`config.mk`:
```
export PLATFORM = sky130hd
export DESIGN_NAME = key_ovr_path
export DESIGN_NICKNAME = d
export VERILOG_FILES = /design/src/rtl/key_ovr_path.sv
export SDC_FILE = /design/constraint.sdc
export NUM_CORES = 1
export LEC_CHECK = 0
export ABC_AREA = 1
export CORE_MARGIN = 5
export CORE_UTILIZATION = 55
export CTS_BUF_LIST = sky130_fd_sc_hd__clkbuf_4 sky130_fd_sc_hd__clkbuf_8
export CTS_CLUSTER_DIAMETER = 30
export CTS_CLUSTER_SIZE = 16
export DETAILED_ROUTE_END_ITERATION = 10
export DONT_BUFFER_PORTS = 1
export HOLD_SLACK_MARGIN = 0.05
export PLACE_DENSITY = 0.68
export SKIP_LAST_GASP = 1
export SYNTH_ARGS = -nofsm -noshare
export SYNTH_HDL_FRONTEND = slang
export SYNTH_SLANG_ARGS = --single-unit
export TNS_END_PERCENT = 5
```
`constraint.sdc`:
```
create_clock -name clk -period 3.5 [get_ports clk]
set_input_delay 0.7 -clock clk [delete_from_list [all_inputs] [get_ports clk]]
set_output_delay 0.7 -clock clk [all_outputs]
set_load 0.02 [all_outputs]
```
`src/rtl/key_ovr_path.sv`:
```
module key_ovr_path #(
  parameter int TW = 16,
  parameter int NK = 3
) (
  input  logic          clk,
  input  logic          rst_n,
  input  logic [NK-1:0] key_in,
  input  logic          btn_in,
  input  logic [NK:0]   in_inv,
  input  logic [NK:0]   out_inv,
  input  logic          ab_en,
  input  logic [TW-1:0] ab_thr,
  input  logic [NK-1:0] ab_sel,
  input  logic [NK-1:0] ab_val,
  input  logic [NK+2:0] ovr_en,
  input  logic [NK+2:0] ovr_val,
  input  logic [NK+2:0] allow_zero,
  input  logic [NK+2:0] allow_one,
  output logic [NK-1:0] key_out,
  output logic          btn_out,
  output logic          ec_rst_l,
  output logic          wp_l
);
  localparam int NP = NK + 3;

  logic [NK:0]   pass;
  logic          samp_q, deb_q, blk;
  logic [TW-1:0] cnt_q;
  logic [NP-1:0] base, permit, drv, outs, oinv;

  assign pass = {btn_in, key_in} ^ in_inv;

  always_ff @(posedge clk or negedge rst_n) begin
    if (!rst_n) begin
      samp_q <= 1'b1;
      deb_q  <= 1'b1;
      cnt_q  <= '0;
    end else if (pass[NK] != samp_q) begin
      samp_q <= pass[NK];
      cnt_q  <= '0;
    end else if (samp_q != deb_q) begin
      if (cnt_q >= ab_thr) begin
        deb_q <= samp_q;
        cnt_q <= '0;
      end else begin
        cnt_q <= cnt_q + 1'b1;
      end
    end else begin
      cnt_q <= '0;
    end
  end

  assign blk = ab_en & ~deb_q;

  always_comb begin
    base = {2'b11, pass};
    for (int i = 0; i < NK; i++)
      if (blk && ab_sel[i]) base[i] = ab_val[i];
  end

  assign permit = ovr_en & ((ovr_val & allow_one) | (~ovr_val & allow_zero));
  assign drv    = (base & ~permit) | (ovr_val & permit);

  assign {btn_out, key_out} = drv[NK:0] ^ out_inv;
  assign ec_rst_l = drv[NK+1];
  assign wp_l     = drv[NK+2];

  assign outs = {wp_l, ec_rst_l, btn_out, key_out};
  assign oinv = {2'b00, out_inv};

  p_deb_from_sample_r4: assert property (@(posedge clk) disable iff (!rst_n)
    !$stable(deb_q) |-> (deb_q == $past(samp_q)));

  p_deb_waits_r5: assert property (@(posedge clk) disable iff (!rst_n)
    !$stable(samp_q) |-> $stable(deb_q));

  for (genvar g = 0; g < NK; g++) begin : g_ab
    p_ab_force_r3: assert property (@(posedge clk) disable iff (!rst_n)
      (ab_en && !deb_q && ab_sel[g] && !permit[g]) |-> (key_out[g] == (ab_val[g] ^ out_inv[g])));
  end

  for (genvar g = 0; g < NP; g++) begin : g_ovr
    p_ovr_force_r7: assert property (@(posedge clk) disable iff (!rst_n)
      permit[g] |-> ((outs[g] ^ oinv[g]) == ovr_val[g]));
  end
endmodule

```
==> results.toml <==
[outcome]
status = "finished, final reports clean"

[timing]
fin_ws_ps = 1170
hold_viol = 0
drv_slew = 0
tightest_slew_ps = 495
slew_headroom_pct = 66.8
setup_viol = 0
grt_setup_unrepaired = "false"
fin_crit_ps = 2330
fin_crit_sh_pct = 66.7
finalSetupTns_ps = 0
clock-skew-final_ps = 14.6
max_freq_mhz = 428

[cells_and_area]
syn_to_final_growth_pct = 4.42
final_nets = 277
diodes = 0
drive_above_1_share_pct = 11.6

[cts]
tritoncts = "built"
clk_pin_slew_ps = 90
cts-resized-gates = 0
clockRootBuffer = "clkbuf_4"
clockBufferDepth = 2
clock_latency_ps = 300
numCtsBuffers = 3
htreeDepth = 1
numClockSinks = 18

[synthesis]
synth_seq_cells = 18
synth_edf_count = 0
synth_most_common_cell = "inv_1"
seq_area_frac_synth_pct = 29.6
synth_top_area_share_pct = 26.2
synth_common_cells = "32 x inv_1, 31 x nand2_1, 17 x ha_1"
yosysWarnings = 0
avgSynthCellArea_sq_um = 7.88
synth_top_area_cell = "dfrtp_1"
ys_async_sr_fraction_pct = 100
ys_types = 26
syn-cell-area_sq_um = 1530
synth_nets = 272
synth_flop_cell = "dfrtp_1"
syn_inst = 194
yosys-top-cells-area = "dfrtp_1 26%, ha_1 14%, inv_1 7.9%, nand2_1 7.6%, xor2_1 6.9%"

[worst_setup_path]
cpPeakStageDelay_ps = 540
critPathRequiredTime_ps = 2800
worstPathMaxFanout = 5
crit_type = "reg2out"
worstSetupStartpointType = "flop"
cp_slowest_cell = "dfstp_2"
crit_path_end_kind = "output pin"
crit_top_cell = "o22ai_1"
crit_arrival_ps = 1630
cp_cell_sequence = "inv_1, nand3_1, o22ai_1, o22ai_1, xor2_1"

[routing]
vias = 1241
drtIter0Drc = 35
dr.pass1.iters = 4
drt_wl_total_um = 2970
routed_via_density = 5.42
wl_per_cell_um = 13.0
detail-route-antenna-nets = 0
drc = 0

[place]
preCtsSetupSlack_ps = 1240
hpwl_um = 2540
gp_congestion = 0.758
portBuffers = 0

[grt]
grt_overflow = 0
grt_pass1_vias = 1237
antenna_found_initial = 0
grt_use_total_pct = 15.3
grt_pass1_wl_um = 4990
grt_max_degree = 19

[floorplan]
die_h_um = 62.7
dieArea_sq_um = 3930
coreArea_sq_um = 2710
core.rowCount = 19
die_w_um = 62.7
io_pins = 67
start_util_pct = 56.4

[power]
power_uw = 423
p_leak_nw = 0.809
vdd_drop_max_uv = 203
power_density_nw_per_um2 = 265

[job]
maxCapViolations = 0

[worst_hold_path]
hold_path_class = "in2async"
critical path: cells and delay by family (launching register included):
family,cells,cell delay (ps)
compound gates,2,240
buf+inv,1,80
xor+xnor,1,400
flops,1,540
simple gates,1,90
final timing paths:
check | start | to | slack (ps) | cells after the start
worst min register to register | cnt_q[0] | cnt_q[0] | 470 | 1
max in group asynchronous | rst_n | cnt_q[8] | 2460 | 1
worst max register to register | cnt_q[11] | cnt_q[13] | 1670 | 6
worst max-delay path | deb_q | key_out[2] | 1170 | 5
min in group clk | cnt_q[0] | cnt_q[0] | 470 | 1
worst min-delay path | rst_n | cnt_q[15] | 100 | 0
cell families after synthesis:
logic type      after synthesis  share of synthesized area (%)
compound gates               21                           7.69
xor+xnor                     21                           12.5
fa+ha+maj                    17                           13.9
buf+inv                      33                           8.59
flops                        18                           29.6
simple gates                 84                           27.7
state kept, by name, indices dropped and copies added (netlist names):
name / count
cnt_q: 16
deb_q: 1
samp_q: 1
report_power, final:
group          total [mW]  switching [mW]  internal (mW)  leakage [nW]
Clock               0.115          0.0630         0.0521        0.0184
Sequential          0.218         0.00357          0.214         0.243
Combinational      0.0904          0.0592         0.0312         0.548
Total               0.423           0.126          0.298         0.809
timing repair:
| action | in CTS | in global routing |
|---|---|---|
| hold buffers | 0 | 1 |
| setup buffers | 0 | 0 |
| hold endpoints to repair | 0 | 9 |
metrics by stage:
step           cells  utilization (%)  hold WS, ps  area (sq um)
2_1_floorplan    194                -          404          1530
3_3_place_gp     224             57.4          405          1560
3_5_place_dp     224             57.4          405          1560
4_1_cts          228             58.5         69.1          1590
5_1_grt          229             58.9         67.2          1600
6_report         229             58.9         97.8          1600
cell usage in the layout, fill, tap and decap left out, drive strengths merged, types with 2 or more instances in the layout:
master  count
inv        32
ha         17
nor2       27
nand2      31
a21oi       7
o21ai       8
o22ai       5
dfrtp      16
nand4       5
nand3b      4
dfstp       2
xnor2       8
xor2       13
nand3      12
and2        2
clkbuf      4
layer usage:
layer,vias to the layer above,global-route usage [%],wire length [um],part of all wire (%)
met4,0,2.39,8,0.27
met3,2,5.22,187,6.3
li1,632,-,-,-
met2,40,28.1,1560,52
met5,-,0,0,0
met1,567,17.1,1220,41
cell type report:
type                    instances  area [sq um]
fillers                       274          1110
clock buffers                   4          30.0
well taps                      31          38.8
flip-flops and latches         18           453
multi-input cells             143           945
inverters                      32           120
repair buffers                  1          10.0
Power figures use the tool's default switching activity.
